**config.mk**
```make
export PLATFORM = sky130hd
export DESIGN_NAME = adc_code_formatter
export DESIGN_NICKNAME = d
export VERILOG_FILES = /design/src/rtl/adc_fmt_pkg.sv /design/src/rtl/fmt_rst_sync.sv /design/src/rtl/fmt_offset_sat.sv /design/src/rtl/fmt_coder.sv /design/src/rtl/fmt_pattern_gen.sv /design/src/rtl/adc_code_formatter.sv
export SDC_FILE = /design/constraint.sdc
export NUM_CORES = 1
export LEC_CHECK = 0
export ABC_AREA = 1
export CORE_MARGIN = 5
export CORE_UTILIZATION = 42
export CTS_BUF_LIST = sky130_fd_sc_hd__clkbuf_8
export CTS_CLUSTER_DIAMETER = 50
export DETAILED_ROUTE_END_ITERATION = 7
export DONT_BUFFER_PORTS = 1
export PLACE_DENSITY = 0.6
export SYNTH_ARGS = -nofsm -noshare
export SYNTH_HDL_FRONTEND = slang
export SYNTH_SLANG_ARGS = --single-unit
```
**constraint.sdc**
```tcl
create_clock -name clk -period 1.15 [get_ports clk]
set_clock_uncertainty 0.05 [all_clocks]
set_input_delay 0.0575 -clock clk [delete_from_list [all_inputs] [get_ports clk]]
set_output_delay 0.0575 -clock clk [all_outputs]
set_load 0.05 [all_outputs]
```
**src/rtl/adc_fmt_pkg.sv**
```systemverilog
package adc_fmt_pkg;

  typedef enum logic [2:0] {
    PAT_DATA = 3'b000,
    PAT_ZERO = 3'b001,
    PAT_ONES = 3'b010,
    PAT_ALT  = 3'b011,
    PAT_RAMP = 3'b100,
    PAT_USER = 3'b101
  } pat_sel_e;

  localparam int SEL_W = 3;

endpackage

```
**src/rtl/fmt_rst_sync.sv**
```systemverilog
module fmt_rst_sync #(
  parameter int STAGES = 2
) (
  input  logic clk,
  input  logic rst_n,
  output logic rst_sync_n
);

  logic [STAGES-1:0] sync_q;
  logic [STAGES-1:0] sync_d;

  always_comb begin
    sync_d = {sync_q[STAGES-2:0], 1'b1};
  end

  always_ff @(posedge clk or negedge rst_n) begin
    if (!rst_n) begin
      sync_q <= '0;
    end else begin
      sync_q <= sync_d;
    end
  end

  assign rst_sync_n = sync_q[STAGES-1];

endmodule

```
**src/rtl/fmt_offset_sat.sv**
```systemverilog
module fmt_offset_sat #(
  parameter int DATA_W = 16,
  parameter int OFS_W  = 6
) (
  input  logic [DATA_W-1:0] smp_data,
  input  logic [OFS_W-1:0]  ofs_val,
  output logic [DATA_W-1:0] sat_data
);

  localparam int SUM_W = DATA_W + 2;

  logic [SUM_W-1:0] ofs_ext;
  logic [SUM_W-1:0] sum;
  logic             under;
  logic             over;

  always_comb begin
    ofs_ext = {{(SUM_W-OFS_W){ofs_val[OFS_W-1]}}, ofs_val};
    sum     = {2'b00, smp_data} + ofs_ext;
    under   = sum[SUM_W-1];
    over    = !under && sum[DATA_W];
    if (under) begin
      sat_data = '0;
    end else if (over) begin
      sat_data = '1;
    end else begin
      sat_data = sum[DATA_W-1:0];
    end
  end

endmodule

```
**src/rtl/fmt_coder.sv**
```systemverilog
module fmt_coder #(
  parameter int DATA_W = 16
) (
  input  logic [DATA_W-1:0] bin_data,
  input  logic              twos_comp,
  output logic [DATA_W-1:0] coded_data
);

  always_comb begin
    coded_data = bin_data;
    if (twos_comp) begin
      coded_data[DATA_W-1] = ~bin_data[DATA_W-1];
    end
  end

endmodule

```
**src/rtl/fmt_pattern_gen.sv**
```systemverilog
module fmt_pattern_gen
  import adc_fmt_pkg::*;
#(
  parameter int DATA_W = 16
) (
  input  logic              clk,
  input  logic              rst_n,
  input  logic              adv,
  input  logic [SEL_W-1:0]  pat_sel,
  input  logic [DATA_W-1:0] pat_user,
  output logic [DATA_W-1:0] pat_word,
  output logic              pat_active
);

  logic [DATA_W-1:0] ramp_q;
  logic [DATA_W-1:0] ramp_d;
  logic [DATA_W-1:0] alt_hi;
  logic [DATA_W-1:0] alt_lo;

  for (genvar gi = 0; gi < DATA_W; gi++) begin : g_alt
    assign alt_hi[gi] = ((gi % 2) == 1);
    assign alt_lo[gi] = ((gi % 2) == 0);
  end

  always_comb begin
    ramp_d = ramp_q;
    if (adv) begin
      ramp_d = ramp_q + 1'b1;
    end
  end

  always_ff @(posedge clk or negedge rst_n) begin
    if (!rst_n) begin
      ramp_q <= '0;
    end else begin
      ramp_q <= ramp_d;
    end
  end

  always_comb begin
    pat_active = 1'b1;
    case (pat_sel)
      PAT_ZERO: pat_word = '0;
      PAT_ONES: pat_word = '1;
      PAT_ALT:  pat_word = ramp_q[0] ? alt_lo : alt_hi;
      PAT_RAMP: pat_word = ramp_q;
      PAT_USER: pat_word = pat_user;
      default: begin
        pat_word   = '0;
        pat_active = 1'b0;
      end
    endcase
  end

endmodule

```
**src/rtl/adc_code_formatter.sv**
```systemverilog
module adc_code_formatter
  import adc_fmt_pkg::*;
#(
  parameter int DATA_W = 16,
  parameter int OFS_W  = 6
) (
  input  logic              clk,
  input  logic              rst_n,
  input  logic [DATA_W-1:0] smp_data,
  input  logic              smp_valid,
  input  logic [OFS_W-1:0]  ofs_val,
  input  logic              twos_comp,
  input  logic [SEL_W-1:0]  pat_sel,
  input  logic [DATA_W-1:0] pat_user,
  output logic [DATA_W-1:0] out_data,
  output logic              out_valid
);

  logic              rst_sync_n;
  logic [DATA_W-1:0] sat_data;
  logic [DATA_W-1:0] coded_data;
  logic [DATA_W-1:0] pat_word;
  logic              pat_active;
  logic [DATA_W-1:0] data_d;
  logic [DATA_W-1:0] data_q;
  logic              valid_q;

  fmt_rst_sync #(.STAGES(2)) i_rst_sync (
    .clk        (clk),
    .rst_n      (rst_n),
    .rst_sync_n (rst_sync_n)
  );

  fmt_offset_sat #(.DATA_W(DATA_W), .OFS_W(OFS_W)) i_offset_sat (
    .smp_data (smp_data),
    .ofs_val  (ofs_val),
    .sat_data (sat_data)
  );

  fmt_coder #(.DATA_W(DATA_W)) i_coder (
    .bin_data   (sat_data),
    .twos_comp  (twos_comp),
    .coded_data (coded_data)
  );

  fmt_pattern_gen #(.DATA_W(DATA_W)) i_pattern_gen (
    .clk        (clk),
    .rst_n      (rst_sync_n),
    .adv        (smp_valid),
    .pat_sel    (pat_sel),
    .pat_user   (pat_user),
    .pat_word   (pat_word),
    .pat_active (pat_active)
  );

  always_comb begin
    data_d = data_q;
    if (smp_valid) begin
      data_d = pat_active ? pat_word : coded_data;
    end
  end

  always_ff @(posedge clk or negedge rst_sync_n) begin
    if (!rst_sync_n) begin
      data_q  <= '0;
      valid_q <= 1'b0;
    end else begin
      data_q  <= data_d;
      valid_q <= smp_valid;
    end
  end

  assign out_data  = data_q;
  assign out_valid = valid_q;

endmodule

```
Word level (Yosys, flattened, before mapping)
Cells that the tools add are included.
Operators by class
  $add $sub $neg: 2
  equal/unequal tests: 5
  multiplexer cells: 7
  bitwise operators: 1
  reductions and logical operators: 3
Operators by type and width (count)
  two-way mux 16 bit: 4
  one-hot mux 16 bit (4 select lines): 1
  adder 17 x 6 -> 18 bit: 1
  adder 16 x 1 -> 16 bit, second input constant: 1
  == test 3 x 2 -> 1 bit, second input constant: 2
  == test 3 bit, second input constant: 2
  OR reduction 5 bit: 1
  == test 3 x 1 -> 1 bit, second input constant: 1
  two-way mux 1 bit: 2
  logical AND 1 bit: 1
  logical NOT 1 bit: 1
  NOT 1 bit: 1
Word-level totals
  bits in registers: 35
  input port bits: 45
  output and inout bits: 17
  logic and storage cells: 22

Depth between registers and ports, before layout
Gate-level depths: netlist of run 1.
  depth after elaboration: 8
  mapped depth: 16
  gate-level depth less buffers: 16

Cells and area by module
From an unflattened synthesis of run 1, not the netlist that was laid out.
Unflattened totals
  cell total of the unflattened synthesis: 584
  area, all modules: 3638.5 µm²
Modules (own cells, without submodules)
  fmt_offset_sat: instances 1, cells each 256, area each 1363.8 µm², seq. area each 0.0 µm²
  fmt_pattern_gen: instances 1, cells each 168, area each 1159.9 µm², seq. area each 400.4 µm²
  adc_code_formatter: instances 1, cells each 137, area each 929.6 µm², seq. area each 425.4 µm²
  fmt_coder: instances 1, cells each 20, area each 131.4 µm², seq. area each 0.0 µm²
  fmt_rst_sync: instances 1, cells each 3, area each 53.8 µm², seq. area each 50.0 µm²

Worst setup path before layout of run 1
No wires, ideal clock.
  path type: input-to-reg
  start point: in smp_data[0]
  end point: reg data_q[2], in the netlist out_data[2]
  setup time: 0.082 ns
  arrival time: 1.638 ns
  data required time: 1.018 ns
  slack: -0.620 ns
  stages: 15
  buffers on the path: 1
  cell sequence: ha_1 -> inv_1 -> fa_1 -> inv_1 -> nand2_1 -> nand2_1 -> nand3_1 -> nand2_1 -> nand2_1 -> nand2_1 -> nand4_1 -> nand2_1 -> buf_6 -> o21ai_0 -> a31oi_1
On the way
  longest elaborated chain between the ends: 6
RTL lines
  from (decl): line adc_code_formatter.sv:9  | input logic [DATA_W-1:0] smp_data,
  adder 17 x 6 -> 18 bit (*): line fmt_offset_sat.sv:19  | sum = {2'b00, smp_data} + ofs_ext;
  logical NOT 1 bit: line fmt_offset_sat.sv:21  | over = !under && sum[DATA_W];
  logical AND 1 bit: line fmt_offset_sat.sv:21
  two-way mux 16 bit: line fmt_offset_sat.sv:24  | end else if (over) begin
  two-way mux 16 bit (*): line fmt_offset_sat.sv:22  | if (under) begin
  two-way mux 16 bit (*): line adc_code_formatter.sv:59  | data_d = pat_active ? pat_word : coded_data;
  to (signal assigned): line adc_code_formatter.sv:68  | data_q <= data_d;
  to (decl): line adc_code_formatter.sv:25  | logic [DATA_W-1:0] data_q;
Every way passes the cells marked *; elsewhere a longest branch is shown, timed or not.
A chain may end at the register's enable or synchronous reset.

Worst setup path in the final report of run 1
  start point: reg i_pattern_gen.ramp_q[0]
  end point: reg i_pattern_gen.ramp_q[15]
On the way
  longest elaborated chain between the ends: 1
RTL lines
  from (decl): line fmt_pattern_gen.sv:15  | logic [DATA_W-1:0] ramp_q;
  from (signal assigned): line fmt_pattern_gen.sv:36  | ramp_q <= ramp_d;
  adder 16 x 1 -> 16 bit: line fmt_pattern_gen.sv:28  | ramp_d = ramp_q + 1'b1;
No other way between the ends.

==> run metrics, run 1 <==
Worst EP required ~1.3 ns; share of cells above drive strength 1 roughly 36%; gpl congestion roughly 0.87; max-slew violations 0; Fin Hold WS ~0.0063 ns; synthesized area roughly 2800 µm²; most frequent cells after synthesis nand2_1 (97), inv_1 (57), dfrtp_1 (35); DRT iter0 DRCs about 130; Net Sw Power ~1900 µW; Tightest Pin Transition roughly 0.76 ns; Overall Global Routing Usage between 10% and 20%; CTS tree yes; Synth Flop Type dfrtp_1; crit-path cells inv_2, nor3_2, nand3_1, inv_2, nand3_4, nor4_4, nand4_1, xor2_1; die area between 8000 and 9000 µm²; Worst VDD drop ~0.97 mV; EDFF count, synth 0; DR WL/cell around 13 µm; syn avg cell area about 7.4 µm²; die width 91.3 µm; crit path max-delay cell type dfrtp_1; cell row count 29; most used cell along the critical path inv_2; Overflow after GRT 0; endpoints failing setup 28; FILL cells around 570; clock period minus worst slack 1.71 ns; Logic pwr share 50.4%; clock share of power between 10% and 20%; largest net degree at the start of global routing 35; insertion delay to the later sink of the worst-skew pair 0.28 ns; cell taking the most area after synthesis dfrtp_1; Die Ht roughly 91 µm; crit path max fanout 3; initial antenna violation count 0; Mapped Cells 376; Core Region 6390 µm²; Syn Nets 440; Worst Hold Class in2reg; Root Buffer clkbuf_8; failing checks negative setup slack; vias in the first global route roughly 2.8k; CP Class reg2reg; wirelength, routed between 7 and 8 mm; status complete, but fails checks; Synth top area share between 30% and 40%; nets about 560; internal power between 2000 and 3000 µW; CTS buffer count 5; CTS Sinks 35; Vias/cell 4.95; TritonRoute pass-1 iters 4; Port-buffer cells 0; Worst Setup End Kind flip-flop; register bit count reported by yosys 35; Crit path arrival time between 1.5 and 2 ns; htree depth 2; Setup WS post-layout -0.559 ns; number of top-level pins slightly above 60; final cycle utilization of the critical path 149%; DP Wirelength between 5 and 6 mm; Synth area leaders dfrtp_1 (32%), nand2_1 (13%), ha_1 (8.1%); ant diodes 0; DRC 0; Antenna Violating Nets Remaining 0; CP max stage delay 0.38 ns; Netlist cell types 34; Post-Route Utilization between 60% and 70%; max frequency roughly 0.6 GHz; sw frac approximately two fifths; routed vias about 2.9k; worst-case clock buffer depth 2; post-route setup TNS -10.23 ns; Leakage Power between 0.002 and 0.0025 µW; max cap viols 0; post-place instance area roughly 3600 µm²; Fin. Hold Viols 0; register share of total power approximately a third; cell with the most instances after synthesis nand2_1; total power ~4900 µW; global-route wire length before repair 12.6 mm; slew margin rel. between 40% and 50%; Setup crit start kind flip-flop; clk slew on worst S/H paths 0.06 ns; synth warn 0; final instance area between 4000 and 5000 µm²; PwrDens around 1200 nW/µm²; RSZ-0062 raised after global routing yes; initial cell density of the core between 40% and 50%; Area Overhead vs Synth 51.1%; ys async rst share 100%; fraction of the yosys area taken by sequential cells a little under a third
sequential cells by signal (all words and copies together) (netlist names):
name                  flops
i_pattern_gen.ramp_q     16
out_valid                 1
i_rst_sync.sync_q         2
out_data                 16
final timing paths:
check | slack, ns | start | depth (start not counted) | endpoint
worst max-delay path | -0.56 | i_pattern_gen.ramp_q[0]$_DFFE_PN0P_ | 8 | i_pattern_gen.ramp_q[15]$_DFFE_PN0P_
worst min-delay path | 0.006 | pat_user[15] | 2 | out_data[15]$_DFFE_PN0P_
worst max register to register | -0.56 | i_pattern_gen.ramp_q[0]$_DFFE_PN0P_ | 8 | i_pattern_gen.ramp_q[15]$_DFFE_PN0P_
worst min register to register | 0.18 | i_rst_sync.sync_q[1]$_DFF_PN0_ | 1 | i_pattern_gen.ramp_q[4]$_DFFE_PN0P_
max in group asynchronous | 0.43 | rst_n | 2 | i_rst_sync.sync_q[1]$_DFF_PN0_
min in group asynchronous | 0.18 | i_rst_sync.sync_q[1]$_DFF_PN0_ | 1 | i_pattern_gen.ramp_q[4]$_DFFE_PN0P_
critical path, delay by kind of cell (launching register included):
family / cells / cell delay, ns
AND/OR/NAND/NOR: 5 / 0.84
flip-flops: 1 / 0.38
XOR/XNOR: 1 / 0.17
buffers and inverters: 2 / 0.14
final cells by class:
class | count | area (µm²) | share of cell area (%)
clock buffers | 5 | 68.8 | 1.64
clock inverters | 1 | 3.75 | 0.0894
inverters | 58 | 220 | 5.25
multi-input cells | 275 | 1910 | 45.6
flip-flops and latches | 35 | 876 | 20.9
well taps | 77 | 96.3 | 2.30
repair buffers | 125 | 1020 | 24.3
timing repair:
action                                 CTS  global route
buffers inserted                        11             5
setup endpoints to repair               27            32
resized for setup                       42            22
endpoints found under the hold margin   22             3
pin swaps                               16            13
gates cloned                             0             0
hold buffers                            16             2
metal layers:
metal  track usage (%)  vias to the layer above  share of wire, %
li1                  -                     1477                 -
met1              24.5                     1301                47
met2              30.0                       68                48
met3              3.80                        4               5.0
met4              3.42                        0              0.73
met5                 0                        -                 0
metrics by stage:
| stage | instances | setup WS, ns |
|---|---|---|
| 2_1_floorplan | 376 | -0.532 |
| 3_3_place_gp | 539 | -0.641 |
| 5_1_grt | 576 | -0.707 |
| 6_report | 576 | -0.559 |
| 4_1_cts | 571 | -0.511 |
| 3_5_place_dp | 539 | -0.740 |
layout by cell type (no fill, tap or decap), types with 4 or more instances in the layout:
cell type / instances
buf_4: 101
nand2_1: 86
inv_1: 54
dfrtp_1: 35
nor2_1: 30
xor2_1: 18
dlygate4sd3_1: 17
nand2_2: 16
a221oi_1: 14
a31oi_1: 14
nand3_1: 13
o21ai_2: 10
xnor2_1: 9
ha_4: 9
ha_1: 9
nand3_2: 8
a21oi_1: 8
clkbuf_8: 5
inv_2: 4
a21oi_2: 4
nor2_2: 4
nand4_1: 4
buf_6: 4
power by group through the flow:
stage,Sequential [µW],Clock [µW],Combinational [µW]
floorplan,2030,0,888
global placement,1660,0,2050
detailed placement,1660,0,2070
CTS,1640,797,2350
global route,1680,877,2690
finish,1650,776,2460
cells by family (layout without fill, tap and decap cells):
group,count (synthesis),in the layout,share of synthesized area (%)
other cells,1,1,0.135
fa+ha+maj,19,19,8.83
buf+inv,66,189,10.5
xor+xnor,27,27,8.51
simple gates,170,170,26.6
compound gates,58,58,14.0
flops,35,35,31.5
Power figures use the tool's default switching activity.
==> run 2, diff against run 1 <==
ABC_CLOCK_PERIOD_IN_PS = 1150   (was default)
HOLD_SLACK_MARGIN = 0.02   (was default)
==> run 2 against run 1 <==
Critical endpoint unchanged. Largest power group unchanged. The flow still finishes with violations (negative setup slack). Register-to-register slack gained 0.03 ns. Via count grew 0.60%. First-iteration DRC count shrank 5.6%. Critical path type unchanged.
==> run metrics, run 2 (same netlist as run 1, synthesis figures left out) <==
status complete, but fails checks; failing checks negative setup slack; CP max stage delay around 0.40 ns; Overflow after GRT 0; Worst VDD drop 0.995 mV; CTS tree yes; max cap viols 0; gpl congestion 0.870; total power 4910 µW; DRC 0; Port-buffer cells 0; clock period minus worst slack 1.68 ns; hold path depth 2; Crit path arrival time between 1.5 and 2 ns; CTS buffer count 5; Vias/cell 4.96; nets 566; Worst EP required approximately 1.3 ns; crit-path cells inv_2, nor3_2, nand3_1, inv_2, nand3_4, nor4_4, nand4_1, xor2_1; worst-case clock buffer depth 2; initial cell density of the core between 40% and 50%; Fin Hold WS approximately 0.0067 ns; wirelength, routed 7.87 mm; share of cells above drive strength 1 between 30% and 40%; number of top-level pins 62; Die Ht a little over 90 µm; cell row count 29; R2R Path End i_pattern_gen.ramp_q[15]$_DFFE_PN0P_; Root Buffer clkbuf_8; post-place instance area 3580 µm²; global-route wire length before repair between 10 and 15 mm; RSZ-0062 raised after global routing yes; most used cell along the critical path inv_2; Area Overhead vs Synth 51.5%; Setup WS post-layout -0.531 ns; Setup crit start kind flip-flop; # placed instances about 540; crit path max fanout 3; htree depth 2; Worst Hold Class in2reg; crit path max-delay cell type dfrtp_1; min-delay src pat_user[15]; DR WL/cell about 14 µm; max-slew violations 0; DRT iter0 DRCs about 120; FILL cells 570; Antenna Violating Nets Remaining 0; most common cell after layout, fill and taps aside buf_4; Fin. Hold Viols 0; WHS Endpoint out_data[15]$_DFFE_PN0P_; cts hold-fix bufs 19; CTS Sinks 35; Tightest Pin Transition approximately 0.80 ns; Post-Place Setup Slack -0.740 ns; max frequency around 0.6 GHz; slew margin rel. a little under half; largest net degree at the start of global routing 35; ant diodes 0; PwrDens ~1200 nW/µm²; clk slew on worst S/H paths 0.06 ns; commonest non-fill, non-tap cells in the layout buf_4 (102), nand2_1 (85), inv_1 (54); die width ~91 µm; Core Region about 6400 µm²; final cycle utilization of the critical path 146%; DP Wirelength slightly below 6 mm; TritonRoute pass-1 iters 4; Overall Global Routing Usage 18.5%; Leakage Power around 0.0021 µW; final instance area approximately 4200 µm²; R2R Setup Slk -0.53 ns; routed vias between 2k and 3k; endpoints failing setup 28; insertion delay to the later sink of the worst-skew pair 0.28 ns; Worst Setup End Kind flip-flop; CP top delay family simple AND/OR/NAND/NOR gates; worst r2r path cells 8; worst reg2reg startpoint i_pattern_gen.ramp_q[0]$_DFFE_PN0P_; post-route insts no fill a little under 600; Buf+Inv Stages, Crit Path 2; CP Class reg2reg; die area between 8000 and 9000 µm²; vias in the first global route roughly 2.9k; initial antenna violation count 0
==> run 2: through the flow <==
stage / util [%] / TNS, ns
3_3_place_gp: 56.0 / -13.76
5_1_grt: 65.9 / -14.31
4_1_cts: 64.3 / -11.17
3_5_place_dp: 56.0 / -14.58
6_report: 65.9 / -10.80
2_1_floorplan: - / -10.40
==> run 2: what timing repair did <==
action                                  in CTS  in global routing
endpoints found under the setup margin      27                 32
pin swaps                                   16                 17
gates resized for setup                     42                 23
setup buffers                               11                  6
endpoints found under the hold margin       22                  1
==> run 2: routing by layer <==
metal	global-route usage (%)	wire length [µm]
met4	4.03	135
met2	30.7	3710
met5	0	0
met1	24.9	3670
met3	3.80	358
==> run 2: layout make-up <==
cell class / count / area [µm²] / share of cell area, %
Multi-Input combinational cell: 275 / 1910 / 45.3
Clock buffer: 5 / 68.8 / 1.64
Inverter: 58 / 220 / 5.23
Tap cell: 77 / 96.3 / 2.29
Sequential cell: 35 / 876 / 20.8
Clock inverter: 1 / 3.75 / 0.0892
Timing Repair Buffer: 127 / 1040 / 24.6
==> run 2: worst max path at each step <==
stage | slack, ns | end | start | cells after the start
floorplan | -0.53 | out_data[2]$_DFFE_PN0P_ | smp_data[0] | 15
global route | -0.65 | i_pattern_gen.ramp_q[15]$_DFFE_PN0P_ | i_pattern_gen.ramp_q[0]$_DFFE_PN0P_ | 8
finish | -0.53 | i_pattern_gen.ramp_q[15]$_DFFE_PN0P_ | i_pattern_gen.ramp_q[0]$_DFFE_PN0P_ | 8
global placement | -0.64 | out_data[3]$_DFFE_PN0P_ | smp_data[11] | 10
detailed placement | -0.74 | out_data[3]$_DFFE_PN0P_ | smp_data[11] | 12
CTS | -0.51 | i_pattern_gen.ramp_q[15]$_DFFE_PN0P_ | i_pattern_gen.ramp_q[0]$_DFFE_PN0P_ | 8
==> run 2: power by group <==
group	leakage (µW)	internal, µW	switching [µW]
clock	0.0000413	394	387
sequential	0.000410	1450	200
combinational	0.00169	1140	1340
==> run 3, diff against run 2 <==
SETUP_SLACK_MARGIN = 0.15   (was default)
==> run 3 against run 2 <==
The flow finishes with violations (negative hold slack, negative setup slack). Design area rose by 3.6%. Via count up 2.5%. Fmax grew 1.6%.
==> run metrics, run 3 (same netlist as run 1, synthesis figures left out) <==
Overall Global Routing Usage between 10% and 20%; DR WL/cell ~14 µm; DRT iter0 DRCs roughly 120; crit path max fanout 3; RSZ-0062 raised after global routing yes; die area about 8300 µm²; number of top-level pins 62; worst reg2reg startpoint i_pattern_gen.ramp_q[0]$_DFFE_PN0P_; Vias/cell approximately 5.1; initial cell density of the core 43.5%; Crit path arrival time about 1.8 ns; Port-buffer cells 0; Setup WS post-layout -0.504 ns; failing checks negative hold slack, negative setup slack; CTS tree yes; cell row count 29; wirelength, routed about 8.2 mm; PwrDens around 1200 nW/µm²; DP Wirelength between 6 and 7 mm; TritonRoute pass-1 iters 4; clock period minus worst slack ~1.7 ns; max cap viols 0; share of cells above drive strength 1 approximately two fifths; Core Region about 6400 µm²; Area Overhead vs Synth 56.9%; CTS Sinks 35; FILL cells 520; crit-path cells buf_4, ha_2, nand4_1, nor2_2, nand3_2, nor2_4, buf_4, xor2_1; Fin. Hold Viols 2; CP Class reg2reg; Worst VDD drop 1.27 mV; ant diodes 0; hold path depth 2; crit path max-delay cell type dfrtp_1; Die Ht 91.3 µm; R2R Setup Slk -0.50 ns; htree depth 2; cts hold-fix bufs 17; status complete, but fails checks; Fin Hold WS -0.0487 ns; Worst EP required between 1 and 1.5 ns; Setup crit start kind flip-flop; Leakage Power 0.00223 µW; commonest non-fill, non-tap cells in the layout buf_4 (90), nand2_1 (81), inv_1 (54); WHS Endpoint out_data[14]$_DFFE_PN0P_; Post-Route Utilization about two thirds; Buf+Inv Stages, Crit Path 2; nets approximately 570; max-slew violations 0; final cycle utilization of the critical path 144%; die width around 91 µm; routed vias ~2.9k; Worst Setup End Kind flip-flop; global-route wire length before repair 13.5 mm; worst-case clock buffer depth 2; worst r2r path cells 8; Root Buffer clkbuf_8; insertion delay to the later sink of the worst-skew pair between 0.2 and 0.3 ns; endpoints failing setup 28; largest net degree at the start of global routing 35; min-delay src pat_user[14]; R2R Path End i_pattern_gen.ramp_q[10]$_DFFE_PN0P_; post-place instance area 3580 µm²; slew margin rel. between 50% and 60%; gpl congestion between 0.8 and 0.9; final instance area 4360 µm²; Antenna Violating Nets Remaining 0; Tightest Pin Transition between 0.6 and 0.7 ns; CP max stage delay 0.37 ns; most used cell along the critical path buf_4; DRC 0; initial antenna violation count 0; clk slew on worst S/H paths 0.07 ns; CP top delay family simple AND/OR/NAND/NOR gates; Worst Hold Class in2reg; Overflow after GRT 0; max frequency just over 0.6 GHz; most common cell after layout, fill and taps aside buf_4; CTS buffer count 5; vias in the first global route between 3k and 4k
run 3: what timing repair did:
item	4_1_cts	5_1_grt
pin swaps	24	19
endpoints found under the setup margin	34	41
resized for setup	57	42
setup buffers	9	6
hold endpoints to repair	22	2
run 3: stage by stage:
step | cells | hold WS (ns) | TNS (ns) | setup WS [ns] | power, µW
global placement | 541 | -0.288 | -13.31 | -0.637 | 3770
global route | 581 | -0.0400 | -13.80 | -0.622 | 5490
floorplan | 376 | -0.288 | -10.48 | -0.532 | 2920
CTS | 575 | -0.0366 | -11.28 | -0.506 | 4960
detailed placement | 541 | -0.288 | -14.34 | -0.703 | 3800
finish | 581 | -0.0487 | -11.19 | -0.504 | 5180
run 3: worst register-to-register path, stage by stage, from the launching register on:
cell	delay, ns
dfrtp_1	0.37
buf_4	0.12
ha_2	0.16
nand4_1	0.12
nor2_2	0.15
nand3_2	0.14
nor2_4	0.15
buf_4	0.12
xor2_1	0.16
run 3: final cells by class:
cell class	instances	area (µm²)	area share, %
flip-flops and latches	35	878	20.2
inverters	58	220	5.05
clock inverters	3	15.0	0.345
multi-input cells	275	1990	45.7
well taps	77	96.3	2.21
repair buffers	128	1090	24.9
clock buffers	5	68.8	1.58
run 3: routing by layer:
layer / wire (µm) / track usage (%) / part of all wire [%]
met1: 3590 / 25.2 / 44
met2: 4140 / 33.1 / 50
met3: 345 / 4.05 / 4.2
met4: 141 / 4.40 / 1.7
met5: 0 / 0 / 0
run 3: worst max path at each step:
stage                                              from                              endpoint  cells past startpoint
floorplan                                   smp_data[0]               out_data[2]$_DFFE_PN0P_                     15
global placement                            smp_data[7]               out_data[3]$_DFFE_PN0P_                     12
detailed placement                          smp_data[0]               out_data[4]$_DFFE_PN0P_                     15
CTS                 i_pattern_gen.ramp_q[0]$_DFFE_PN0P_  i_pattern_gen.ramp_q[15]$_DFFE_PN0P_                      8
global route        i_pattern_gen.ramp_q[0]$_DFFE_PN0P_  i_pattern_gen.ramp_q[14]$_DFFE_PN0P_                      8
finish              i_pattern_gen.ramp_q[0]$_DFFE_PN0P_  i_pattern_gen.ramp_q[10]$_DFFE_PN0P_                      8
run 3: where the power goes:
part	internal [µW]	switching, µW
Sequential	1450	197
Clock	414	452
Combinational	1260	1400
Total	3120	2050
